## src/rtl/uart_osrx_pkg.sv

```systemverilog
package uart_osrx_pkg;

    localparam int unsigned MAX_TPB = 16;
    localparam int unsigned CNT_W   = $clog2(MAX_TPB);
    localparam int unsigned WORD_W  = 9;
    localparam int unsigned IDX_W   = $clog2(WORD_W + 1);

    typedef enum logic [1:0] {
        RX_IDLE,
        RX_START,
        RX_DATA,
        RX_STOP
    } rx_state_e;

    // last tick index of a bit period for each ratio select
    function automatic logic [CNT_W-1:0] tpb_last(input logic [1:0] sel);
        logic [CNT_W-1:0] r;
        unique case (sel)
            2'd0: r = CNT_W'(15);
            2'd1: r = CNT_W'(7);
            2'd2: r = CNT_W'(5);
            default: r = CNT_W'(3);
        endcase
        return r;
    endfunction

    // tick index at which the start bit is confirmed (half a period in)
    function automatic logic [CNT_W-1:0] tpb_half(input logic [1:0] sel);
        logic [CNT_W-1:0] r;
        unique case (sel)
            2'd0: r = CNT_W'(7);
            2'd1: r = CNT_W'(3);
            2'd2: r = CNT_W'(2);
            default: r = CNT_W'(1);
        endcase
        return r;
    endfunction

endpackage

```

## src/rtl/osrx_line_sel.sv

```systemverilog
module osrx_line_sel #(
    parameter int SYNC_STAGES = 2
) (
    input  logic clk,
    input  logic rst_n,
    input  logic loopback,
    input  logic rx_pin,
    input  logic tx_line,
    output logic line
);
    logic                   raw;
    logic [SYNC_STAGES-1:0] sync_q;

    assign raw  = loopback ? tx_line : rx_pin;
    assign line = sync_q[SYNC_STAGES-1];

    generate
        for (genvar g = 0; g < SYNC_STAGES; g++) begin : g_sync
            if (g == 0) begin : g_first
                always_ff @(posedge clk or negedge rst_n) begin
                    if (!rst_n) sync_q[0] <= 1'b1;
                    else        sync_q[0] <= raw;
                end
            end else begin : g_next
                always_ff @(posedge clk or negedge rst_n) begin
                    if (!rst_n) sync_q[g] <= 1'b1;
                    else        sync_q[g] <= sync_q[g-1];
                end
            end
        end
    endgenerate

    // the synchroniser output follows the selected source after SYNC_STAGES clocks
    p_loop_src_r8: assert property (@(posedge clk) disable iff (!rst_n)
        (loopback && $past(loopback) && $past(loopback, 2) && $past(rst_n, 2)
         && $stable(tx_line) && $past(tx_line) == $past(tx_line, 2))
        |-> (line == tx_line || SYNC_STAGES > 2));

endmodule

```

## src/rtl/osrx_bit_timer.sv

```systemverilog
module osrx_bit_timer
    import uart_osrx_pkg::*;
(
    input  logic       clk,
    input  logic       rst_n,
    input  logic       tick,
    input  logic       restart,
    input  logic [1:0] ovs_sel,
    output logic       half_pt,
    output logic       full_pt
);
    logic [CNT_W-1:0] cnt;
    logic [CNT_W-1:0] last_idx;
    logic [CNT_W-1:0] half_idx;

    always_comb begin
        last_idx = tpb_last(ovs_sel);
        half_idx = tpb_half(ovs_sel);
        half_pt  = tick && (cnt == half_idx);
        full_pt  = tick && (cnt == last_idx);
    end

    always_ff @(posedge clk or negedge rst_n) begin
        if (!rst_n)        cnt <= '0;
        else if (restart)  cnt <= '0;
        else if (full_pt)  cnt <= '0;
        else if (tick)     cnt <= cnt + 1'b1;
    end

    // counter never runs past the period selected by the ratio input
    p_cnt_bound_r1: assert property (@(posedge clk) disable iff (!rst_n)
        cnt <= last_idx);

    // counting only moves on enabled ticks
    p_tick_gate_r12: assert property (@(posedge clk) disable iff (!rst_n)
        (!$past(tick) && !$past(restart) && $past(rst_n)) |-> $stable(cnt));

endmodule

```

## src/rtl/osrx_frame_fsm.sv

```systemverilog
module osrx_frame_fsm
    import uart_osrx_pkg::*;
(
    input  logic              clk,
    input  logic              rst_n,
    input  logic              tick,
    input  logic              line,
    input  logic              nine_bit,
    input  logic              half_pt,
    input  logic              full_pt,
    output logic              restart,
    output logic              frame_done,
    output logic              stop_bit,
    output logic [WORD_W-1:0] shreg
);
    rx_state_e        state, state_nx;
    logic             prev_line;
    logic [IDX_W-1:0] bit_idx;
    logic [IDX_W-1:0] bit_last;

    assign bit_last = nine_bit ? IDX_W'(WORD_W - 1) : IDX_W'(WORD_W - 2);

    always_comb begin
        state_nx = state;
        unique case (state)
            RX_IDLE:  if (tick && prev_line && !line) state_nx = RX_START;
            RX_START: if (half_pt) state_nx = line ? RX_IDLE : RX_DATA;
            RX_DATA:  if (full_pt && bit_idx == bit_last) state_nx = RX_STOP;
            RX_STOP:  if (full_pt) state_nx = RX_IDLE;
            default:  state_nx = RX_IDLE;
        endcase
    end

    always_ff @(posedge clk or negedge rst_n) begin
        if (!rst_n) state <= RX_IDLE;
        else        state <= state_nx;
    end

    always_comb begin
        restart    = (state == RX_IDLE) || (state == RX_START && half_pt);
        frame_done = (state == RX_STOP) && full_pt;
        stop_bit   = line;
    end

    always_ff @(posedge clk or negedge rst_n) begin
        if (!rst_n) begin
            prev_line <= 1'b1;
            bit_idx   <= '0;
            shreg     <= '0;
        end else begin
            if (tick) prev_line <= line;
            if (state == RX_START) begin
                bit_idx <= '0;
            end else if (state == RX_DATA && full_pt) begin
                bit_idx <= bit_idx + 1'b1;
                shreg   <= {line, shreg[WORD_W-1:1]};
            end
        end
    end

    // leaving idle needs a high-to-low change seen on a tick
    p_idle_exit_r2: assert property (@(posedge clk) disable iff (!rst_n)
        (state == RX_START && $past(state) == RX_IDLE)
        |-> ($past(prev_line) && !$past(line) && $past(tick)));

    // the data phase is entered only from a start bit confirmed low
    p_start_confirm_r2: assert property (@(posedge clk) disable iff (!rst_n)
        (state == RX_DATA && $past(state) == RX_START) |-> !$past(line));

    // bit index never passes the last data bit
    p_bit_idx_r3: assert property (@(posedge clk) disable iff (!rst_n)
        state == RX_DATA |-> bit_idx <= bit_last);

endmodule

```

## src/rtl/osrx_frame_classify.sv

```systemverilog
module osrx_frame_classify
    import uart_osrx_pkg::*;
(
    input  logic [WORD_W-1:0] shreg,
    input  logic              nine_bit,
    input  logic              mp_en,
    input  logic              mp_addr_bit,
    input  logic              rx_block,
    output logic [WORD_W-1:0] word,
    output logic              is_addr,
    output logic              deliver
);
    always_comb begin
        word    = nine_bit ? shreg : {1'b0, shreg[WORD_W-1:1]};
        is_addr = nine_bit && mp_en && (shreg[WORD_W-1] == mp_addr_bit);
        deliver = is_addr || !rx_block;
    end
endmodule

```

## src/rtl/uart_os_rx.sv

```systemverilog
module uart_os_rx
    import uart_osrx_pkg::*;
(
    input  logic              clk,
    input  logic              rst_n,
    input  logic              tick_en,
    input  logic [1:0]        ovs_sel,
    input  logic              nine_bit,
    input  logic              mp_en,
    input  logic              mp_addr_bit,
    input  logic              rx_block,
    input  logic              loopback,
    input  logic              half_stop,
    input  logic              rx_pin,
    input  logic              tx_line,
    output logic [WORD_W-1:0] rx_data,
    output logic              rx_valid,
    output logic              frame_err,
    output logic              addr_irq
);
    logic              line;
    logic              restart;
    logic              half_pt;
    logic              full_pt;
    logic              frame_done;
    logic              stop_bit;
    logic [WORD_W-1:0] shreg;
    logic [WORD_W-1:0] word;
    logic              is_addr;
    logic              deliver;

    osrx_line_sel #(.SYNC_STAGES(2)) u_line (
        .clk      (clk),
        .rst_n    (rst_n),
        .loopback (loopback),
        .rx_pin   (rx_pin),
        .tx_line  (tx_line),
        .line     (line)
    );

    osrx_bit_timer u_timer (
        .clk      (clk),
        .rst_n    (rst_n),
        .tick     (tick_en),
        .restart  (restart),
        .ovs_sel  (ovs_sel),
        .half_pt  (half_pt),
        .full_pt  (full_pt)
    );

    osrx_frame_fsm u_fsm (
        .clk        (clk),
        .rst_n      (rst_n),
        .tick       (tick_en),
        .line       (line),
        .nine_bit   (nine_bit),
        .half_pt    (half_pt),
        .full_pt    (full_pt),
        .restart    (restart),
        .frame_done (frame_done),
        .stop_bit   (stop_bit),
        .shreg      (shreg)
    );

    osrx_frame_classify u_class (
        .shreg       (shreg),
        .nine_bit    (nine_bit),
        .mp_en       (mp_en),
        .mp_addr_bit (mp_addr_bit),
        .rx_block    (rx_block),
        .word        (word),
        .is_addr     (is_addr),
        .deliver     (deliver)
    );

    always_ff @(posedge clk or negedge rst_n) begin
        if (!rst_n) begin
            rx_data   <= '0;
            rx_valid  <= 1'b0;
            frame_err <= 1'b0;
            addr_irq  <= 1'b0;
        end else begin
            rx_valid  <= 1'b0;
            frame_err <= 1'b0;
            addr_irq  <= 1'b0;
            if (frame_done) begin
                rx_valid  <= deliver;
                addr_irq  <= is_addr;
                frame_err <= !half_stop && !stop_bit;
                if (deliver) rx_data <= word;
            end
        end
    end

    p_valid_pulse_r4: assert property (@(posedge clk) disable iff (!rst_n)
        rx_valid |=> !rx_valid);

    p_ferr_pulse_r9: assert property (@(posedge clk) disable iff (!rst_n)
        frame_err |=> !frame_err);

    p_irq_delivered_r6: assert property (@(posedge clk) disable iff (!rst_n)
        addr_irq |-> rx_valid);

    p_irq_mode_r5: assert property (@(posedge clk) disable iff (!rst_n)
        addr_irq |-> ($past(mp_en) && $past(nine_bit) && rx_data[WORD_W-1] == $past(mp_addr_bit)));

    p_block_drop_r7: assert property (@(posedge clk) disable iff (!rst_n)
        (rx_valid && !addr_irq) |-> !$past(rx_block));

    p_half_no_err_r10: assert property (@(posedge clk) disable iff (!rst_n)
        frame_err |-> !$past(half_stop));

    p_word8_r3: assert property (@(posedge clk) disable iff (!rst_n)
        (rx_valid && !$past(nine_bit)) |-> !rx_data[WORD_W-1]);

    always_comb begin
        if (!rst_n) begin
            p_reset_quiet_r11: assert (!rx_valid && !frame_err && !addr_irq);
        end
    end

endmodule

```

## config.mk

```make
export PLATFORM = sky130hd
export DESIGN_NAME = uart_os_rx
export DESIGN_NICKNAME = d
export VERILOG_FILES = /design/src/rtl/uart_osrx_pkg.sv /design/src/rtl/osrx_line_sel.sv /design/src/rtl/osrx_bit_timer.sv /design/src/rtl/osrx_frame_fsm.sv /design/src/rtl/osrx_frame_classify.sv /design/src/rtl/uart_os_rx.sv
export SDC_FILE = /design/constraint.sdc
export NUM_CORES = 1
export LEC_CHECK = 0
export BUFFER_PORTS_ARGS = -buffer_cell sky130_fd_sc_hd__buf_2
export CORE_MARGIN = 3
export CORE_UTILIZATION = 56
export DETAILED_ROUTE_END_ITERATION = 6
export PLACE_DENSITY = 0.74
export SLEW_MARGIN = 10
export SYNTH_ARGS = -nofsm -noshare
export SYNTH_HDL_FRONTEND = slang
export SYNTH_SLANG_ARGS = --single-unit
export TNS_END_PERCENT = 100
```

## constraint.sdc

```tcl
create_clock -name clk -period 2.3 [get_ports clk]
set_input_delay 0.115 -clock clk [delete_from_list [all_inputs] [get_ports clk]]
set_output_delay 0.115 -clock clk [all_outputs]
set_load 0.03 [all_outputs]
```

==> out/results.ini, run 1 <==
[run_status]
status=finished, final reports clean

[logic_synthesis]
synth_flop_cell=dfrtp_1
synth_compound_area_frac=0.114
async_reset_ff_frac=1.00
synthMuxAreaShare=0.195
synth.avg_cell_area_um2=12.3
syn_nets=160
yosys.area_share.xor_xnor=0.00981
synth.distinct_cells=48
synth_fa_ha_area_frac=0.0140
yosys_register_bits=34
synth_edf_count=0
yosysWarnings=0
postSynthCellCount=145
seq_area_frac_synth=0.479
synth-simple-area-share=0.162
netlist_area_mm2=0.00179
synth_top_family_by_area=multiplexers

[critical_path]
timing.rr.start=u_timer.cnt[1]
rr_endpoint=rx_data[4]
startpoint=u_timer.cnt[1]
slowest_delay_ps=520
cp_num_buf_inv=0
worstPathCellList=nand3_2, or4_4, a21oi_4, nand3_4, mux2_1
r2r_slack_ps=210
setup.worst_path.class=reg -> reg
end_kind=flip-flop
endpoint=rx_data[4]
worst_path_max_delay_cell=dfrtp_1
cp-start-kind=flip-flop
critPathTopFamily=simple AND/OR/NAND/NOR gates
crit_arrival_ps=2320
reg2regPathDepth=5
crit_cells=5
crit_fanout=10
cp.required_ps=2530

[grt]
grt_use_total=0.192
grt-ovfl-total=0
antenna_found_initial=0
grt_pass1_wl_mm=5.87
grt_pass1_vias=1228
grt_max_degree=35

[finish]
area_delta_synth_final_pct=13.2
final_layout_size_suffix_gt1_frac=0.364
layout.nets=190
n_antenna_cell=0
final_cell_area_mm2=0.00202
nFillCells=234

[detailed_routing]
totalWireLength_mm=3.41
drc=0
drt_pass1_iterations=4
vias_per_cell=5.71
drtIter0Drc=80
ant_nets=0
via_count=1244
wl_per_cell_um=15.7

[clock_network]
cts_sinks=34
ctsResizeCount=0
htreeDepth=2
clock_path_buffers=2
cts_made_buffers=5
cts_hold_repair.buffers=2
cts_setup_buffers=0
cts_tree=done
clock_latency_ps=350
clk_pin_slew_ps=100
root_buffer=clkbuf_4

[floorplanning]
ios=25
core_mm2=0.00290
die_height_um=62.5
die_w_um=62.5
dieArea_mm2=0.00390
initial_core_util=0.616
fp-row-count=19

[sta]
whs_ps=6.19
slew_headroom=0.507
hold_viol_final=0
finalCritPeriodShare=0.907
setup_tns_ps=0
slew_violations=0
fin_skew_ps=10.1
fin_ws_ps=214
fmax_ghz=0.479
setup_viol=0
min_period_ps=2090
worst_pin_slew_ps=740
grt_setup_unrepaired=no

[pwr]
combPwrFrac=0.203
ir_drop_mv=0.521
switchingPower_mw=0.467
clkPwrFrac=0.255
leakagePower_nw=1.01
swShare=0.338
pwr-share-seq=0.542
p_int_mw=0.915
p_per_area_mw_per_mm2=683

[hold_path]
hold_depth=2
hp-class=in -> reg

[place]
gp_congestion=0.816
pre_cts_ws_ps=232
hpwl_mm=2.46
dpl_cell_area_mm2=0.00194
io_buffers=24

[run]
maxCapViolations=0

-- power groups by stage --
| stage | combinational (mW) | clock (mW) | sequential, mW |
|---|---|---|---|
| 2_1_floorplan | 0.240 | 0 | 0.708 |
| 5_1_grt | 0.320 | 0.387 | 0.759 |
| 3_3_place_gp | 0.271 | 0 | 0.753 |
| 3_5_place_dp | 0.280 | 0 | 0.758 |
| 6_report | 0.281 | 0.352 | 0.749 |
| 4_1_cts | 0.283 | 0.355 | 0.746 |
-- kinds of logic after synthesis --
| logic type | after synthesis |
|---|---|
| XOR/XNOR | 2 |
| multiplexers | 28 |
| flip-flops | 34 |
| AO/OA/AOI/OAI | 25 |
| AND/OR/NAND/NOR | 43 |
| buffers and inverters | 11 |
| adder cells (fa/ha/maj) | 2 |
-- stage by stage --
stage	instances	power, mW	utilization
3_5_place_dp	208	1.04	0.670
5_1_grt	218	1.47	0.697
6_report	218	1.38	0.697
4_1_cts	218	1.38	0.697
2_1_floorplan	145	0.948	-
3_3_place_gp	208	1.02	0.670
-- worst min path at each step --
stage	start	endpoint
floorplan	rst_n	async pin
global placement	rst_n	u_fsm.shreg[0]
detailed placement	rst_n	u_fsm.shreg[1]
CTS	rx_pin	u_line.sync_q[0]
global route	rx_pin	u_line.sync_q[0]
finish	rx_pin	u_line.sync_q[0]
-- cell usage in the layout (no fill, tap or decap), types with 2 or more instances in the layout --
master	synthesis	final
a21oi_1	3	3
a31oi_1	2	2
and2_1	2	2
and4b_1	3	3
buf_2	0	24
clkbuf_1	3	2
clkbuf_4	0	5
dfrtp_1	31	31
dfstp_2	3	3
dlygate4sd3_1	0	2
ha_1	2	2
inv_1	7	7
mux2_1	7	7
mux2_2	11	11
mux2_4	9	9
nand2_1	9	9
nand3_1	6	6
nor2_1	6	6
nor3_1	2	2
o211ai_1	2	2
o21ai_0	2	2
o21ai_1	2	2
o31ai_1	4	4
xnor2_1	2	2
-- flip-flops by register name (all words and copies together), names as in the netlist, named ones only --
| register | flops |
|---|---|
| addr_irq | 1 |
| rx_data | 9 |
| u_line.sync_q | 1 |
| u_line.line | 1 |
| u_fsm.bit_idx | 4 |
| u_fsm.shreg | 9 |
| u_timer.cnt | 4 |
| u_fsm.state | 1 |
| u_fsm.prev_line | 1 |
| rx_valid | 1 |
| frame_err | 1 |
-- worst reg2reg max path, stage by stage (launching register included) --
cell	delay, ps
dfrtp_1	520
nand3_2	150
or4_4	470
a21oi_4	270
nand3_4	210
mux2_1	360
-- synthesized netlist by cell type (all sizes together), types with 2 or more instances --
cell type | n | area share
o21ai | 4 | 0.011
clkbuf | 3 | 0.0063
inv | 7 | 0.015
nand3 | 8 | 0.032
xnor2 | 2 | 0.0098
mux2 | 27 | 0.19
o211ai | 2 | 0.0084
nor2 | 6 | 0.013
dfrtp | 31 | 0.43
a31oi | 2 | 0.0070
a21oi | 4 | 0.018
nor3 | 2 | 0.0056
ha | 2 | 0.014
o311ai | 2 | 0.020
and2 | 3 | 0.011
o31ai | 4 | 0.017
dfstp | 3 | 0.044
and4b | 3 | 0.017
nand2 | 10 | 0.030
-- area by class of cell --
type | instances | area [um^2] | area share
inverters | 7 | 26.3 | 0.0130
multi-input cells | 100 | 882 | 0.436
well taps | 42 | 52.6 | 0.0260
repair buffers | 27 | 148 | 0.0730
clock buffers | 8 | 58.8 | 0.0291
flip-flops and latches | 34 | 855 | 0.423
-- routing by layer --
metal	up-vias	wire, um	track usage
met1	608	1620	0.256
met2	30	1530	0.288
li1	597	-	-
met4	0	101	0.107
met3	9	169	0.0450
met5	-	0	0
Note: power is estimated with default switching activity, not from simulation.
==> run 2: changes to the inputs <==
- CORE_UTILIZATION: 56 -> 32
- PLACE_DENSITY: 0.74 -> 0.46
==> run 2 against run 1 <==
Non-clock buffer count stayed put. Via count is 1.7% lower. Final cell count rose by 13%. Sequential share of layout area fell by 1.9 points. Highest routed layer unchanged. First-iteration DRC count is 26% lower. Setup slack better by 16 ps. Clock skew down 3.9 ps.
==> out/results.ini, run 2 (same netlist as run 1, synthesis figures left out) <==
[sta]
setup_viol=0  ; unchanged
finalCritPeriodShare=0.900  ; was 0.907
worst_pin_slew_ps=757  ; was 740 ps
slew_headroom=0.495  ; was 0.507
slew_violations=0  ; unchanged
setup_tns_ps=0  ; unchanged
whs_ps=65.9  ; was 6.19 ps
fin_skew_ps=6.22  ; was 10.1 ps
fmax_ghz=0.483  ; was 0.479 GHz
hold_viol_final=0  ; unchanged
grt_setup_unrepaired=no  ; unchanged
min_period_ps=2070  ; was 2090 ps

[clock_network]
clock_path_buffers=2  ; unchanged
cts_sinks=34  ; unchanged
cts_made_buffers=5  ; unchanged
htreeDepth=2  ; unchanged
cts_tree=done  ; unchanged
ctsResizeCount=0  ; unchanged
cts_setup_buffers=0  ; unchanged
cts_hold_repair.buffers=2  ; unchanged
clk_pin_slew_ps=70  ; was 100 ps
clock_latency_ps=280  ; was 350 ps
root_buffer=clkbuf_8  ; was clkbuf_4

[finish]
layoutNonFillerInstCount=246  ; was 218
layout_common_cells=31 x dfrtp_1, 24 x buf_2, 11 x mux2_2, 9 x nand2_1, 9 x mux2_4  ; unchanged
utilization=0.404  ; was 0.697
largestRegisters=rx_data (9), u_fsm.shreg (9)  ; unchanged
area_delta_synth_final_pct=18.4  ; was 13.2%
n_antenna_cell=0  ; unchanged
layout.nets=190  ; unchanged
nFillCells=535  ; was 234
final_common_cell=dfrtp_1  ; unchanged
final_layout_size_suffix_gt1_frac=0.369  ; was 0.364

[floorplanning]
fp-row-count=26  ; was 19
die_height_um=80.7  ; was 62.5 um
core_mm2=0.00524  ; was 0.00290 mm^2
die_w_um=80.7  ; was 62.5 um
initial_core_util=0.341  ; was 0.616
ios=25  ; unchanged
dieArea_mm2=0.00651  ; was 0.00390 mm^2

[critical_path]
reg2regPathDepth=6  ; was 5
cp-start-kind=flip-flop  ; unchanged
worstPathCellList=nand3_2, or4_4, a21oi_4, buf_4, nand2_8, mux2_4  ; was nand3_2, or4_4, a21oi_4, nand3_4, mux2_1
crit_arrival_ps=2240  ; was 2320 ps
cp.required_ps=2470  ; was 2530 ps
rr_endpoint=u_fsm.shreg[6]  ; was rx_data[4]
setup.worst_path.class=reg -> reg  ; unchanged
end_kind=flip-flop  ; unchanged
r2r_slack_ps=230  ; was 210 ps
crit_fanout=10  ; unchanged
worst_path_max_delay_cell=dfrtp_1  ; unchanged
critPathTopFamily=simple AND/OR/NAND/NOR gates  ; unchanged
slowest_delay_ps=510  ; was 520 ps
cp_num_buf_inv=1  ; was 0
timing.rr.start=u_timer.cnt[0]  ; was u_timer.cnt[1]

[pwr]
swShare=0.300  ; was 0.338
combPwrFrac=0.175  ; was 0.203
pwr-share-seq=0.471  ; was 0.542
ir_drop_mv=0.303  ; was 0.521 mV
clkPwrFrac=0.355  ; was 0.255
p_per_area_mw_per_mm2=755  ; was 683 mW/mm^2
power.total_mw=1.60  ; was 1.38 mW
switchingPower_mw=0.478  ; was 0.467 mW
p_int_mw=1.12  ; was 0.915 mW
leakagePower_nw=1.03  ; was 1.01 nW

[detailed_routing]
drtIter0Drc=59  ; was 80
wl_per_cell_um=14.9  ; was 15.7 um
drt_pass1_iterations=4  ; unchanged
via_count=1223  ; was 1244
ant_nets=0  ; unchanged
vias_per_cell=4.97  ; was 5.71
drc=0  ; unchanged
totalWireLength_mm=3.67  ; was 3.41 mm

[place]
gp_congestion=0.783  ; was 0.816
hpwl_mm=2.63  ; was 2.46 mm
dp_cells=236  ; was 208
io_buffers=24  ; unchanged

[run_status]
status=finished, final reports clean  ; unchanged

[grt]
antenna_found_initial=0  ; unchanged
grt_pass1_wl_mm=6.42  ; was 5.87 mm
grt_pass1_vias=1301  ; was 1228
grt-ovfl-total=0  ; unchanged
grt_use_total=0.131  ; was 0.192
grt_max_degree=35  ; unchanged

[hold_path]
min-delay-start=tx_line  ; was rx_pin
hp-class=in -> reg  ; unchanged
hold-path-endpoint=u_line.sync_q[0]  ; unchanged
hold_depth=2  ; unchanged

[run]
maxCapViolations=0  ; unchanged

[run 2: cell count changes in the layout (fill, tap and decap cells not counted)]
| cell | change |
|---|---|
| clkbuf_4 | -5 |
| clkbuf_8 | +5 |
| bufinv_16 | +1 |
| clkbuf_1 | -1 |
[run 2: worst max-delay path by stage]
| stage | startpoint | end | slack (ps) | depth (start not counted) |
|---|---|---|---|---|
| detailed placement | u_timer.cnt[0] | u_fsm.shreg[2] | 240 | 6 |
| global route | u_timer.cnt[0] | u_fsm.shreg[2] | 110 | 6 |
| floorplan | u_timer.cnt[0] | u_fsm.shreg[0] | 420 | 6 |
| global placement | u_timer.cnt[0] | u_fsm.shreg[7] | 300 | 6 |
| CTS | u_timer.cnt[0] | u_fsm.shreg[2] | 210 | 6 |
| finish | u_timer.cnt[0] | u_fsm.shreg[6] | 230 | 6 |
[run 2: power groups by stage]
stage | clock [mW] | sequential, mW | combinational (mW)
after floorplan | 0 | 0.708 | 0.240
after global placement | 0 | 0.759 | 0.280
after detailed placement | 0 | 0.760 | 0.282
after CTS | 0.591 | 0.750 | 0.285
after global routing | 0.628 | 0.767 | 0.319
final | 0.566 | 0.751 | 0.279
[run 2: worst register-to-register path: stages (launching register included)]
cell	delay [ps]
dfrtp_1	510
nand3_2	160
or4_4	460
a21oi_4	190
buf_4	220
nand2_8	110
mux2_4	310
[run 2: per-layer routing]
layer | part of all wire | GRT usage | routed length (um)
met3 | 0.043 | 0.0381 | 159
met2 | 0.46 | 0.209 | 1700
met5 | 0 | 0 | 0
met4 | 0.014 | 0.0507 | 50
met1 | 0.48 | 0.167 | 1750
[run 2: cell type report]
cell class	instances	area, um^2	share of cell area
Multi-Input combinational cell	100	882	0.417
Sequential cell	34	855	0.404
Timing Repair Buffer	27	148	0.0698
Tap cell	70	87.6	0.0414
Clock buffer	7	86.3	0.0408
Clock inverter	1	30.0	0.0142
Inverter	7	26.3	0.0124
[run 2: through the flow]
step           instance area (um^2)  worst slack (ps)
6_report                       2110               230
4_1_cts                        2110               210
3_5_place_dp                   1980               237
3_3_place_gp                   1980               298
5_1_grt                        2110               108
2_1_floorplan                  1790               425
==> run 3: changes to the inputs <==
- ABC_AREA: default -> 1
- SKIP_LAST_GASP: default -> 1
==> run 3 against run 2 <==
Fmax increased by 29%. Combinational power increased by 28%. Critical endpoint is now rx_data[6]. Largest power group unchanged. Setup slack improved by 460 ps. Critical path type unchanged. Non-clock buffer count unchanged.
==> out/results.ini, run 3 <==
[run_status]
status=finished, final reports clean  ; unchanged

[critical_path]
cp.required_ps=2470  ; about the same
cp_num_buf_inv=1  ; unchanged
crit_arrival_ps=1770  ; was 2240 ps
critPathTopFamily=simple AND/OR/NAND/NOR gates  ; unchanged
end_kind=flip-flop  ; unchanged
slowest_delay_ps=430  ; was 510 ps
cp-start-kind=flip-flop  ; unchanged
crit_fanout=19  ; was 10
worst_path_max_delay_cell=dfrtp_1  ; unchanged
setup.worst_path.class=reg -> reg  ; unchanged
worstPathCellList=inv_1, nand2_1, nand2_1, nand2_1, nor2_2, and2_4, nand4_4, nand2_1, o21ai_2  ; was nand3_2, or4_4, a21oi_4, buf_4, nand2_8, mux2_4
cpMostUsedCell=nand2_1

[floorplanning]
ios=25  ; unchanged
die_w_um=78.7  ; was 80.7 um
core_mm2=0.00491  ; was 0.00524 mm^2
fp-row-count=25  ; was 26
die_height_um=78.7  ; was 80.7 um
dieArea_mm2=0.00619  ; was 0.00651 mm^2
initial_core_util=0.344  ; was 0.341

[detailed_routing]
totalWireLength_mm=3.28  ; was 3.67 mm
drc=0  ; unchanged
drtIter0Drc=70  ; was 59
wl_per_cell_um=10.9  ; was 14.9 um
drt_pass1_iterations=4  ; unchanged
vias_per_cell=4.43  ; was 4.97
ant_nets=0  ; unchanged
via_count=1330  ; was 1223

[sta]
fin_skew_ps=10.7  ; was 6.22 ps
fmax_ghz=0.623  ; was 0.483 GHz
worst_pin_slew_ps=750  ; was 757 ps
whs_ps=63.8  ; was 65.9 ps
hold_viol_final=0  ; unchanged
grt_setup_unrepaired=no  ; unchanged
slew_violations=0  ; unchanged
finalCritPeriodShare=0.698  ; was 0.900
slew_headroom=0.500  ; was 0.495
setup_tns_ps=0  ; unchanged
setup_viol=0  ; unchanged
min_period_ps=1610  ; was 2070 ps
fin_ws_ps=694  ; was 230 ps

[clock_network]
htreeDepth=2  ; unchanged
cts_made_buffers=5  ; unchanged
clock_path_buffers=2  ; unchanged
ctsResizeCount=0  ; unchanged
cts_setup_buffers=0  ; unchanged
cts_sinks=34  ; unchanged
clk_pin_slew_ps=70  ; about the same
cts_tree=done  ; unchanged
clock_latency_ps=290  ; was 280 ps
root_buffer=clkbuf_8  ; unchanged

[logic_synthesis]
netlist_area_mm2=0.00169  ; was 0.00179 mm^2
yosys_register_bits=34  ; unchanged
yosysMostFrequentCell=nand2_1  ; was dfrtp_1
postSynthCellCount=203  ; was 145
yosysTopAreaCell=dfrtp_1  ; unchanged
yosysTopAreaCellShare=0.459  ; was 0.434
synth_edf_count=0  ; unchanged
synth_flop_cell=dfrtp_1  ; unchanged
synth.distinct_cells=24  ; was 48
yosys-top-cells-count=56 x nand2_1, 31 x dfrtp_1, 22 x inv_1, 21 x o21ai_0, 17 x nor2_1  ; was 31 x dfrtp_1, 11 x mux2_2, 9 x mux2_4, 9 x nand2_1
yosysWarnings=0  ; unchanged
synthTopCellsByArea=dfrtp_1 46%, nand2_1 12%, o21ai_0 6.2%, inv_1 4.9%, dfstp_2 4.7%  ; was dfrtp_1 43%, mux2_4 7.6%, mux2_2 6.9%, dfstp_2 4.4%, mux2_1 4.4%
async_reset_ff_frac=1.00  ; unchanged
seq_area_frac_synth=0.506  ; was 0.479
syn_nets=218  ; was 160
synth.avg_cell_area_um2=8.32  ; was 12.3 um^2

[finish]
layout.nets=247  ; was 190
layout_common_cells=56 x nand2_1, 31 x dfrtp_1, 24 x buf_2, 22 x inv_1, 21 x o21ai_0  ; was 31 x dfrtp_1, 24 x buf_2, 11 x mux2_2, 9 x nand2_1, 9 x mux2_4
utilization=0.408  ; was 0.404
n_antenna_cell=0  ; unchanged
final_layout_size_suffix_gt1_frac=0.223  ; was 0.369
final_common_cell=nand2_1  ; was dfrtp_1
layoutNonFillerInstCount=300  ; was 246
largestRegisters=rx_data (9), u_fsm.shreg (9)  ; unchanged
area_delta_synth_final_pct=18.7  ; was 18.4%
final_cell_area_mm2=0.00200  ; was 0.00211 mm^2

[pwr]
leakagePower_nw=1.01  ; was 1.03 nW
pwr-share-seq=0.447  ; was 0.471
power.total_mw=1.64  ; was 1.60 mW
p_per_area_mw_per_mm2=817  ; was 755 mW/mm^2
combPwrFrac=0.218  ; was 0.175
swShare=0.328  ; was 0.300
switchingPower_mw=0.536  ; was 0.478 mW
p_int_mw=1.10  ; was 1.12 mW
clkPwrFrac=0.335  ; was 0.355
ir_drop_mv=0.293  ; was 0.303 mV

[grt]
grt_max_degree=35  ; unchanged
antenna_found_initial=0  ; unchanged
grt_use_total=0.123  ; was 0.131
grt_pass1_wl_mm=5.91  ; was 6.42 mm
grt-ovfl-total=0  ; unchanged
grt_pass1_vias=1264  ; was 1301

[place]
pre_cts_ws_ps=693  ; was 237 ps
dpl_cell_area_mm2=0.00187  ; was 0.00198 mm^2
dp_cells=290  ; was 236
io_buffers=24  ; unchanged
gp_congestion=0.780  ; was 0.783
hpwl_mm=2.40  ; was 2.63 mm

[run]
maxCapViolations=0  ; unchanged

[hold_path]
hp-class=in -> reg  ; unchanged

[run 3: power groups by stage]
| stage | registers (mW) | clock network (mW) | logic (mW) |
|---|---|---|---|
| global route | 0.742 | 0.601 | 0.424 |
| detailed placement | 0.742 | 0 | 0.360 |
| finish | 0.732 | 0.548 | 0.357 |
| floorplan | 0.733 | 0 | 0.261 |
| CTS | 0.731 | 0.568 | 0.364 |
| global placement | 0.744 | 0 | 0.370 |
[run 3: layer usage]
metal / vias to the layer above / GRT usage / wire [um]
met4: 0 / 0.0472 / 52
li1: 714 / - / -
met1: 582 / 0.182 / 1780
met5: - / 0 / 0
met3: 6 / 0.0367 / 185
met2: 28 / 0.165 / 1260
[run 3: timing repair]
item / in CTS / in global routing
hold endpoints to repair: 32 / 0
hold buffers: 2 / 0
endpoints found under the setup margin: 0 / 0
[run 3: cell type report]
class | count | area, um^2
clock buffer | 5 | 68.8
clock inverter | 3 | 45.0
fill | 508 | 2910
inverter | 22 | 82.6
multi-input combinational | 142 | 722
sequential | 34 | 855
tap | 67 | 83.8
timing repair buffer | 27 | 148
[run 3: path summary, 6_finish.rpt]
check,start,endpoint,slack [ps],depth (start not counted)
setup reg to reg,u_timer.cnt[2],rx_data[6],690,9
hold reg to reg,u_line.sync_q[0],u_line.line,360,0
min in group asynchronous,rst_n,u_fsm.shreg[5],430,2
hold / removal,tx_line,u_line.sync_q[0],60,2
max in group asynchronous,rst_n,u_fsm.bit_idx[2],1390,2
setup / recovery,u_timer.cnt[2],rx_data[6],690,9
[run 3: cells by family after synthesis]
| kind of cell | share of synthesized area |
|---|---|
| and+or+nand+nor | 0.241 |
| AOI/OAI and AO/OA | 0.144 |
| DFF | 0.506 |
| buffers and inverters | 0.0667 |
| xor gates and xnor gates | 0.0207 |
| adders and majority gates | 0.0148 |
| muxes | 0.00667 |
